[src/rtl/opp_pkg.sv]
package opp_pkg;
  typedef enum logic [2:0] {
    ST_IDLE,
    ST_VUP,
    ST_FUP,
    ST_FDN,
    ST_VDN
  } opp_state_e;
endpackage

[src/rtl/opp_target_sel.sv]
module opp_target_sel #(
  parameter int RATIO_W     = 8,
  parameter int FLOOR_RATIO = 8,
  parameter int RESET_RATIO = 16
) (
  input  logic               clk,
  input  logic               rst_n,
  input  logic               throttle_i,
  input  logic [RATIO_W-1:0] therm_ratio_i,
  input  logic               sw_valid_i,
  input  logic [RATIO_W-1:0] sw_ratio_i,
  output logic [RATIO_W-1:0] target_o
);
  localparam logic [RATIO_W-1:0] FLOOR_R = RATIO_W'(FLOOR_RATIO);
  localparam logic [RATIO_W-1:0] RESET_R = RATIO_W'(RESET_RATIO);

  logic [RATIO_W-1:0] sw_q, sw_d;
  logic [RATIO_W-1:0] therm_c;

  // software request held; raised to floor
  always_comb begin
    sw_d = sw_q;
    if (sw_valid_i) sw_d = (sw_ratio_i < FLOOR_R) ? FLOOR_R : sw_ratio_i;
  end

  always_ff @(posedge clk or negedge rst_n) begin
    if (!rst_n) sw_q <= RESET_R;
    else if (sw_valid_i) sw_q <= sw_d;
  end

  // thermal ratio clamp and effective target selection
  always_comb begin
    therm_c  = (therm_ratio_i < FLOOR_R) ? FLOOR_R : therm_ratio_i;
    target_o = sw_q;
    if (throttle_i && (therm_c < sw_q)) target_o = therm_c;
  end

  a_r7_target_floor: assert property (@(posedge clk) disable iff (!rst_n)
    target_o >= FLOOR_R);
  a_r4_throttle_cap: assert property (@(posedge clk) disable iff (!rst_n)
    (throttle_i && (therm_ratio_i >= FLOOR_R)) |-> (target_o <= therm_ratio_i));
endmodule

[src/rtl/opp_step_fsm.sv]
module opp_step_fsm
  import opp_pkg::*;
#(
  parameter int RATIO_W     = 8,
  parameter int VCODE_W     = 7,
  parameter int RESET_RATIO = 16
) (
  input  logic               clk,
  input  logic               rst_n,
  input  logic [RATIO_W-1:0] target_i,
  output logic               volt_req_o,
  output logic [VCODE_W-1:0] volt_code_o,
  input  logic               volt_ack_i,
  output logic               freq_req_o,
  output logic [RATIO_W-1:0] freq_ratio_o,
  input  logic               freq_ack_i,
  output logic               halt_o,
  output logic [RATIO_W-1:0] applied_o
);
  localparam logic [RATIO_W-1:0] RESET_R = RATIO_W'(RESET_RATIO);

  function automatic logic [VCODE_W-1:0] vmap(input logic [RATIO_W-1:0] r);
    logic [VCODE_W-1:0] v;
    v = VCODE_W'(r >> 2);
    return v + VCODE_W'(1);
  endfunction

  opp_state_e         state_q, state_d;
  logic [RATIO_W-1:0] tgt_q, tgt_d;
  logic [RATIO_W-1:0] appl_q, appl_d;
  logic [VCODE_W-1:0] vcode_q, vcode_d;
  logic               tgt_en, appl_en, vcode_en;

  always_comb begin
    state_d  = state_q;
    tgt_d    = tgt_q;
    appl_d   = appl_q;
    vcode_d  = vcode_q;
    tgt_en   = 1'b0;
    appl_en  = 1'b0;
    vcode_en = 1'b0;
    unique case (state_q)
      ST_IDLE: if (target_i != appl_q) begin
        tgt_d   = target_i;
        tgt_en  = 1'b1;
        state_d = (target_i > appl_q) ? ST_VUP : ST_FDN;
      end
      ST_VUP: if (volt_ack_i) begin
        vcode_d  = vmap(tgt_q);
        vcode_en = 1'b1;
        state_d  = ST_FUP;
      end
      ST_FUP: if (freq_ack_i) begin
        appl_d  = tgt_q;
        appl_en = 1'b1;
        state_d = ST_IDLE;
      end
      ST_FDN: if (freq_ack_i) begin
        appl_d  = tgt_q;
        appl_en = 1'b1;
        state_d = ST_VDN;
      end
      ST_VDN: if (volt_ack_i) begin
        vcode_d  = vmap(tgt_q);
        vcode_en = 1'b1;
        state_d  = ST_IDLE;
      end
      default: state_d = ST_IDLE;
    endcase
  end

  always_ff @(posedge clk or negedge rst_n) begin
    if (!rst_n) begin
      state_q <= ST_IDLE;
      tgt_q   <= RESET_R;
      appl_q  <= RESET_R;
      vcode_q <= vmap(RESET_R);
    end else begin
      state_q <= state_d;
      if (tgt_en)   tgt_q   <= tgt_d;
      if (appl_en)  appl_q  <= appl_d;
      if (vcode_en) vcode_q <= vcode_d;
    end
  end

  assign volt_req_o   = (state_q == ST_VUP) || (state_q == ST_VDN);
  assign freq_req_o   = (state_q == ST_FUP) || (state_q == ST_FDN);
  assign volt_code_o  = vmap(tgt_q);
  assign freq_ratio_o = tgt_q;
  assign halt_o       = freq_req_o;
  assign applied_o    = appl_q;

  a_r1_volt_before_freq: assert property (@(posedge clk) disable iff (!rst_n)
    (freq_req_o && (freq_ratio_o > appl_q)) |-> (vcode_q == vmap(freq_ratio_o)));
  a_r2_freq_before_volt: assert property (@(posedge clk) disable iff (!rst_n)
    (volt_req_o && (volt_code_o < vcode_q)) |-> (vmap(appl_q) == volt_code_o));
  a_r3_no_halt_on_volt: assert property (@(posedge clk) disable iff (!rst_n)
    volt_req_o |-> (!halt_o && !freq_req_o));
  a_r8_volt_hold: assert property (@(posedge clk) disable iff (!rst_n)
    (volt_req_o && !volt_ack_i) |=> (volt_req_o && $stable(volt_code_o)));
  a_r8_freq_hold: assert property (@(posedge clk) disable iff (!rst_n)
    (freq_req_o && !freq_ack_i) |=> (freq_req_o && $stable(freq_ratio_o)));
  a_r8_drop_after_ack: assert property (@(posedge clk) disable iff (!rst_n)
    (freq_req_o && freq_ack_i) |=> !freq_req_o);
endmodule

[src/rtl/opp_sequencer.sv]
module opp_sequencer #(
  parameter int RATIO_W     = 8,
  parameter int VCODE_W     = 7,
  parameter int FLOOR_RATIO = 8,
  parameter int RESET_RATIO = 16
) (
  input  logic               clk,
  input  logic               rst_n,
  input  logic               throttle_i,
  input  logic [RATIO_W-1:0] therm_ratio_i,
  input  logic               sw_valid_i,
  input  logic [RATIO_W-1:0] sw_ratio_i,
  output logic               volt_req_o,
  output logic [VCODE_W-1:0] volt_code_o,
  input  logic               volt_ack_i,
  output logic               freq_req_o,
  output logic [RATIO_W-1:0] freq_ratio_o,
  input  logic               freq_ack_i,
  output logic               halt_o,
  output logic [RATIO_W-1:0] applied_ratio_o,
  output logic               at_min_o
);
  localparam logic [RATIO_W-1:0] FLOOR_R = RATIO_W'(FLOOR_RATIO);

  logic               rst_meta_q, rst_sync_q;
  logic [RATIO_W-1:0] target;

  // asynchronous assert, synchronous release
  always_ff @(posedge clk or negedge rst_n) begin
    if (!rst_n) begin
      rst_meta_q <= 1'b0;
      rst_sync_q <= 1'b0;
    end else begin
      rst_meta_q <= 1'b1;
      rst_sync_q <= rst_meta_q;
    end
  end

  opp_target_sel #(
    .RATIO_W(RATIO_W), .FLOOR_RATIO(FLOOR_RATIO), .RESET_RATIO(RESET_RATIO)
  ) i_sel (
    .clk(clk), .rst_n(rst_sync_q), .throttle_i(throttle_i),
    .therm_ratio_i(therm_ratio_i), .sw_valid_i(sw_valid_i),
    .sw_ratio_i(sw_ratio_i), .target_o(target)
  );

  opp_step_fsm #(
    .RATIO_W(RATIO_W), .VCODE_W(VCODE_W), .RESET_RATIO(RESET_RATIO)
  ) i_fsm (
    .clk(clk), .rst_n(rst_sync_q), .target_i(target),
    .volt_req_o(volt_req_o), .volt_code_o(volt_code_o), .volt_ack_i(volt_ack_i),
    .freq_req_o(freq_req_o), .freq_ratio_o(freq_ratio_o), .freq_ack_i(freq_ack_i),
    .halt_o(halt_o), .applied_o(applied_ratio_o)
  );

  assign at_min_o = throttle_i && (applied_ratio_o == FLOOR_R);

  a_r7_freq_floor: assert property (@(posedge clk) disable iff (!rst_sync_q)
    freq_req_o |-> (freq_ratio_o >= FLOOR_R));
  a_r10_min_needs_throttle: assert property (@(posedge clk) disable iff (!rst_sync_q)
    at_min_o |-> (throttle_i && (applied_ratio_o <= FLOOR_R)));
endmodule

[config.mk]
export PLATFORM = sky130hd
export DESIGN_NAME = opp_sequencer
export DESIGN_NICKNAME = d
export VERILOG_FILES = /design/src/rtl/opp_pkg.sv /design/src/rtl/opp_target_sel.sv /design/src/rtl/opp_step_fsm.sv /design/src/rtl/opp_sequencer.sv
export SDC_FILE = /design/constraint.sdc
export NUM_CORES = 1
export LEC_CHECK = 0
export ABC_AREA = 1
export BUFFER_PORTS_ARGS = -buffer_cell sky130_fd_sc_hd__buf_2
export CAP_MARGIN = 5
export CORE_ASPECT_RATIO = 0.5
export CORE_MARGIN = 10
export CORE_UTILIZATION = 48
export CTS_BUF_LIST = sky130_fd_sc_hd__clkbuf_2 sky130_fd_sc_hd__clkbuf_4 sky130_fd_sc_hd__clkbuf_8
export DETAILED_ROUTE_END_ITERATION = 16
export PLACE_DENSITY = 0.77
export SYNTH_ARGS = -nofsm -noshare
export SYNTH_HDL_FRONTEND = slang
export SYNTH_SLANG_ARGS = --single-unit
export TNS_END_PERCENT = 50
[constraint.sdc]
create_clock -name clk -period 1.01 [get_ports clk]
set_input_delay 0.0505 -clock clk [delete_from_list [all_inputs] [get_ports clk]]
set_output_delay 0.0505 -clock clk [all_outputs]
set_load 0.02 [all_outputs]
==> results of run 1 <==
[critical path: stages (launching register included)]
cell     delay [ns]
dfrtp_1        0.42
inv_2          0.12
ha_4           0.23
nand2_2        0.06
nand2_1        0.08
nor2_2         0.14
nand2_2        0.12
a31oi_4        0.29
nand2_4        0.15
buf_4          0.16
nand2_2        0.07
and2_1         0.18
ha_1           0.27
nand2_2        0.13
nor4_4         0.07
inv_2          0.08
o21ai_2        0.06
nor3_1         0.36
nand2_1        0.12
nand2_1        0.09
[cells by family after synthesis]
kind of cell,count (synthesis)
XOR/XNOR,4
buffers and inverters,46
multiplexers,1
other,1
AO/OA/AOI/OAI,27
flip-flops,29
AND/OR/NAND/NOR,116
adder cells (fa/ha/maj),16
[synthesized netlist by cell type (2+ instances only)]
library cell,instances,area (um2)
a21oi_1,7,35.0
and2_1,7,43.8
clkbuf_1,5,18.8
dfrtp_1,26,651
dfstp_2,3,78.8
ha_1,16,200
inv_1,38,143
nand2_1,56,210
nand2_2,5,31.3
nand2_4,2,22.5
nand3_1,22,110
nand4_1,4,25.0
nor2_1,10,37.5
nor2_2,3,18.8
nor3_1,3,15.0
nor4_1,2,12.5
o21ai_0,13,65.1
o21ai_1,2,10.0
xor2_1,4,35.0
[path summary, 6_finish.rpt]
| kind | end | depth (start not counted) | start | slack, ns |
|---|---|---|---|---|
| setup / recovery | i_fsm.state_q[1] | 19 | i_sel.sw_q[7] | -2.30 |
| hold reg to reg | i_sel.sw_q[7] | 1 | rst_sync_q | 0.25 |
| min in group asynchronous | rst_sync_q | 2 | rst_n | 0.07 |
| max in group asynchronous | i_fsm.applied_o[4] | 1 | rst_sync_q | 0.52 |
| setup reg to reg | i_fsm.state_q[1] | 19 | i_sel.sw_q[7] | -2.30 |
| hold / removal | i_sel.sw_q[7] | 4 | sw_ratio_i[7] | 0.05 |
[per-stage QoR]
stage                     total power [uW]  hold WS, ns  setup TNS (ns)  std cells
after global routing                 11100       0.0730          -34.25        424
after CTS                             8580      0.00270          -21.10        416
after floorplan                       4250       -0.245          -21.40        240
after global placement                5960       -0.165          -18.02        386
final                                10600       0.0451          -29.02        425
after detailed placement              6150       -0.161          -20.65        386
[area by class of cell]
| cell class | instances | area, um2 |
|---|---|---|
| Inverter | 39 | 150 |
| Multi-Input combinational cell | 166 | 1290 |
| Timing Repair Buffer | 130 | 1060 |
| Tap cell | 51 | 63.8 |
| Timing Repair inverter | 1 | 3.75 |
| Clock buffer | 8 | 97.6 |
| Sequential cell | 29 | 736 |
| Antenna cell | 1 | 2.50 |
| Fill cell | 92 | 178 |
[layer usage]
metal / wire (um) / vias to the layer above / GRT usage
met2: 5010 / 331 / 0.395
met1: 3940 / 1264 / 0.245
met4: 1240 / 0 / 0.157
li1: - / 1046 / -
met5: 0 / - / 0
met3: 1750 / 142 / 0.0760
[repair_timing]
item / in CTS / in global routing
resized for setup: 94 / 42
pin swaps: 22 / 13
hold buffers: 4 / 0
gates cloned: 3 / 0
buffers inserted: 15 / 8
endpoints found under the hold margin: 6 / 0
setup endpoints to repair: 40 / 42
[power by group]
group / internal, uW / switching, uW
registers: 1620 / 555
logic: 3090 / 4160
clock network: 610 / 574
total: 5320 / 5290
[state kept, by name, indices dropped and copies added (netlist names)]
name	flops
i_fsm.applied_o	8
rst_meta_q	1
i_fsm.freq_ratio_o	8
rst_sync_q	1
i_sel.sw_q	8
i_fsm.state_q	3
[cell usage in the layout, fill, tap and decap left out, types with 2 or more instances in the layout]
cell type / Yosys / layout
inv_2: 0 / 7
dlygate4sd3_1: 1 / 4
nor2_4: 0 / 4
and2_1: 7 / 3
nand2_1: 56 / 45
clkbuf_8: 0 / 6
xor2_1: 4 / 3
nand3_2: 1 / 15
o21ai_2: 0 / 3
nor2_2: 3 / 5
dfrtp_2: 0 / 5
a21oi_1: 7 / 6
dfstp_2: 3 / 3
dfrtp_1: 26 / 21
a31oi_4: 1 / 2
o21ai_0: 13 / 7
nand2_4: 2 / 3
buf_6: 0 / 35
nand2_2: 5 / 15
nand3_4: 0 / 2
buf_4: 1 / 64
nor2_1: 10 / 4
nand4_1: 4 / 4
inv_1: 38 / 31
buf_2: 0 / 26
ha_1: 16 / 9
and2_4: 0 / 4
clkbuf_4: 0 / 2
ha_4: 0 / 6
nand3_1: 22 / 6
o21ai_1: 2 / 5
==> flow_summary_export.csv, run 1 <==
group,metric,value,unit
place,pre_cts_ws,-1.81,ns
synth,synth_mux_area_frac,0.00602,
floorplanning,rows,15,
synth,synth_compound_area_frac,0.0870,
sta,period_minus_slack,3.31,ns
cts,clockBufferDepth,2,
synth,syn_avg_cell_area,7.79,um2
finish,fin_nets,410,
detailed_routing,drt-vias-per-instance,6.55,
detailed_routing,drt_pre_antenna_iters,8,
status,status,"complete, but fails checks",
global_routing,grt_pass1_wl,12800,um
synth,syn_inst,240,
synth,ys_async_sr_fraction,1.00,
synth,synth_seq_area_share,0.390,
place,gp_congestion,0.926,
synth,synth.cell_area,1870,um2
synth,synth-seq-cells,29,
cts,h-tree-depth,2,
place,dpl_cell_area,2580,um2
worst_setup_path,critPathRequiredTime,1.27,ns
worst_setup_path,worstSetupPathType,"reg2reg",
cts,root_buffer,"clkbuf_8",
sta,rsz0062_at_grt,"true",
pwr,power_leakage,0.00172,uW
place,io_buffers,48,
sta,max_freq,303,MHz
global_routing,grt_max_degree,28,
global_routing,grt_use_total,0.233,
detailed_routing,vias,2783,
synth,ys_types,31,
synth,synthAdderAreaFrac,0.107,
cts,cts.sink_count,29,
global_routing,overflow,0,
sta,finalCritPeriodShare,3.27,
pwr,p_per_area,3110,nW/um2
synth,synth_edf_count,0,
cts,numCtsBuffers,5,
finish,syn2layout_area_growth,82.3,%
sta,skew,0.00578,ns
place,dp_hpwl,4460,um
cts,clk_pin_slew,0.07,ns
worst_setup_path,arrival,3.57,ns
cts,cts_tree,"yes",
sta,fin_ws,-2.30,ns
synth,ys_warn_count,0,
pwr,ir_drop,1.58,mV
worst_setup_path,critPathMaxFanout,8,
worst_hold_path,hold_class,"in2reg",
sta,final-setup-viol-count,45,
global_routing,antenna_found_initial,0,
floorplanning,core_area,3580,um2
floorplanning,start_util,0.521,
sta,hold_violations,0,
floorplanning,die_area,6940,um2
worst_setup_path,critPathLaunchType,"register",
sta,finalMaxSlewViolations,0,
detailed_routing,detail-route-antenna-nets,0,
synth,syn_nets,278,
finish,drive_above_1_share,0.584,
synth,synth_xor_xnor_area_share,0.0187,
floorplanning,die_h,64.1,um
synth,synth_top_family_by_area,"simple AND/OR/NAND/NOR gates",
global_routing,grt_pass1_vias,2511,
status,violations,"setup timing",
cts,clk_latency,0.32,ns
floorplanning,dieWidth,108,um
synth,synth-simple-area-share,0.291,
detailed_routing,routedWlPerCell,28.1,um
finish,fin_util,0.950,
synth,ys.flop_type,"dfrtp_1",
floorplanning,ios,49,
finish,final_cell_area,3410,um2
detailed_routing,first_iter_violations,382,
job,cap_violations,0,
detailed_routing,drt-total-wl,11900,um
worst_setup_path,end_kind,"register",
detailed_routing,drcViolationCount,0,
Power figures use the tool's default switching activity.
==> run 2: changes to the inputs <==
PLACE_DENSITY = 0.76   (was 0.77)
SYNTH_HIERARCHICAL = 1   (was unset)
==> run 2 against run 1 <==
Compared with the run above: the flow still finishes with violations (setup timing); global-route usage is 2.6 points lower; cell area is 5.3% higher; combinational power is 15% higher; critical path depth is 1 lower; clock-buffer cell count is 1 lower; setup slack better by 0.36 ns; cell count is 1.6% higher; power is 13% higher; first-iteration DRC count is 12% higher; wire length is 11% lower; clock power is 15% higher; die area is 4.5% higher; highest routed layer unchanged.
==> flow_summary_export.csv, run 2 <==
group,metric,value,unit
synth,synth_edf_count,0,
finish,drive_above_1_share,0.622,
place,gp_congestion,0.939,
floorplanning,die_h,65.4,um
detailed_routing,drcViolationCount,0,
cts,root_buffer,"clkbuf_8",
floorplanning,core_area,3940,um2
status,status,"complete, but fails checks",
worst_setup_path,end_kind,"register",
place,pre_cts_ws,-1.54,ns
synth,synth_most_common_cell,"nand2_1",
detailed_routing,drt_pre_antenna_iters,8,
floorplanning,rows,16,
synth,synth_seq_area_share,0.368,
floorplanning,start_util,0.503,
finish,diodes,0,
synth,yosys.area.top_type,"dfrtp_1",
worst_setup_path,critPathRequiredTime,1.22,ns
global_routing,grt_max_degree,28,
cts,numCtsBuffers,5,
floorplanning,dieWidth,111,um
synth,synth_area_leaders,"dfrtp_1, nand2_1, ha_1, inv_1, nand3_1",
job,cap_violations,0,
global_routing,antenna_found_initial,0,
worst_setup_path,worstSetupPathType,"reg2reg",
finish,nFillCells,135,
floorplanning,die_area,7260,um2
cts,cts_tree,"yes",
sta,skew,0.0221,ns
synth,ys_async_sr_fraction,1.00,
sta,timing.hold.ws,0.00557,ns
sta,period_minus_slack,2.95,ns
detailed_routing,drt-vias-per-instance,6.16,
worst_setup_path,arrival,3.16,ns
place,dp_hpwl,4480,um
detailed_routing,vias,2663,
synth,ys_warn_count,6,
worst_hold_path,hold_class,"in2reg",
synth,syn_inst,251,
synth,yosysTopAreaCellShare,0.328,
global_routing,grt_use_total,0.207,
sta,finalMaxSlewViolations,0,
worst_setup_path,critPathLaunchType,"register",
floorplanning,ios,49,
pwr,p_per_area,3330,nW/um2
sta,finalCritPeriodShare,2.92,
finish,syn2layout_area_growth,81.1,%
cts,h-tree-depth,2,
cts,clk_latency,0.31,ns
finish,seqCellArea,736,um2
cts,cts.sink_count,29,
detailed_routing,first_iter_violations,428,
sta,setup_tns,-26.77,ns
synth,syn_nets,289,
pwr,power_leakage,0.00179,uW
sta,fin_ws,-1.94,ns
synth,ys.flop_type,"dfrtp_1",
detailed_routing,detail-route-antenna-nets,0,
status,violations,"setup timing",
sta,rsz0062_at_grt,"true",
finish,layout_common_cells,"buf_4, buf_6, inv_1, nand2_1, nand2_2",
finish,fin_nets,415,
synth,ys_types,31,
pwr,ir_drop,1.57,mV
sta,hold_violations,0,
detailed_routing,drt-total-wl,10600,um
place,io_buffers,48,
worst_setup_path,critPathMaxFanout,8,
finish,final_common_cell,"buf_4",
finish,fin_util,0.910,
synth,syn_avg_cell_area,7.90,um2
finish,multi_input_area,1450,um2
sta,final-setup-viol-count,39,
global_routing,grt_pass1_vias,2387,
global_routing,overflow,0,
cts,clk_pin_slew,0.07,ns
cts,clockBufferDepth,2,
detailed_routing,routedWlPerCell,24.6,um
synth,synth_common_cells,"nand2_1, inv_1, dfrtp_1, nor2_1, nand3_1",
global_routing,grt_pass1_wl,12100,um
sta,max_freq,339,MHz
synth,synth-seq-cells,29,
synth,synth.cell_area,1980,um2
run 2: repair_timing:
action	4_1_cts	5_1_grt
pin swaps	19	16
endpoints found under the setup margin	39	41
cloned	1	0
hold endpoints to repair	7	0
setup buffers	12	9
hold buffers	6	0
gates resized for setup	94	49
run 2: kinds of logic after synthesis:
family,Yosys count,synth area share
AND/OR/NAND/NOR,127,0.311
buffers and inverters,47,0.107
flip-flops,29,0.368
AO/OA/AOI/OAI,26,0.0859
adder cells (fa/ha/maj),16,0.101
XOR/XNOR,4,0.0177
other,1,0.00189
multiplexers,1,0.00757
run 2: cell type report:
cell class,instances,area share
inverter,39,0.0429
clock buffer,7,0.0251
timing repair buffer,126,0.296
sequential,29,0.205
clock inverter,1,0.00837
multi-input combinational,176,0.404
tap,54,0.0188
run 2: worst paths after layout:
| kind | depth (start not counted) | startpoint | slack, ns | endpoint |
|---|---|---|---|---|
| worst min-delay path | 3 | sw_ratio_i[3] | 0.006 | i_sel/sw_q[3] |
| worst max register to register | 18 | i_sel/sw_q[7] | -1.94 | i_fsm/freq_ratio_o[6] |
| worst max-delay path | 18 | i_sel/sw_q[7] | -1.94 | i_fsm/freq_ratio_o[6] |
| min in group asynchronous | 2 | rst_n | 0.08 | rst_meta_q |
| worst min register to register | 1 | rst_sync_q | 0.22 | i_fsm/applied_o[0] |
| max in group asynchronous | 1 | rst_sync_q | 0.53 | i_fsm/applied_o[4] |
run 2: metal layers:
| metal | up-vias | part of all wire | global-route usage |
|---|---|---|---|
| met5 | - | 0 | 0 |
| met3 | 115 | 0.12 | 0.0707 |
| met4 | 0 | 0.11 | 0.129 |
| met2 | 281 | 0.42 | 0.371 |
| li1 | 1044 | - | - |
| met1 | 1223 | 0.36 | 0.209 |
run 2: per-stage QoR:
stage / cell area [um2] / power, uW / std cells
6_report: 3590 / 11900 / 432
5_1_grt: 3590 / 12300 / 432
4_1_cts: 3360 / 9910 / 426
3_5_place_dp: 2730 / 7030 / 400
3_3_place_gp: 2730 / 6790 / 400
2_1_floorplan: 2050 / 5140 / 251
run 2: critical path, stage by stage (launching register included):
cell	delay [ns]
dfrtp_1	0.41
inv_2	0.10
ha_4	0.22
nand2_2	0.06
nand2_1	0.05
nor2_1	0.12
nand2_1	0.11
a31oi_4	0.24
nand2_4	0.17
nand2_2	0.12
nand2_2	0.09
ha_4	0.32
nand2_2	0.09
nor2_4	0.12
buf_4	0.13
nand2_4	0.10
nand2_8	0.15
nor2_4	0.05
a21oi_2	0.19
run 2: power by group:
group	leakage [uW]	internal, uW	switching [uW]	total, uW
clock network	0.0000619	832	530	1360
logic	0.00138	3650	4720	8370
registers	0.000339	1640	562	2200
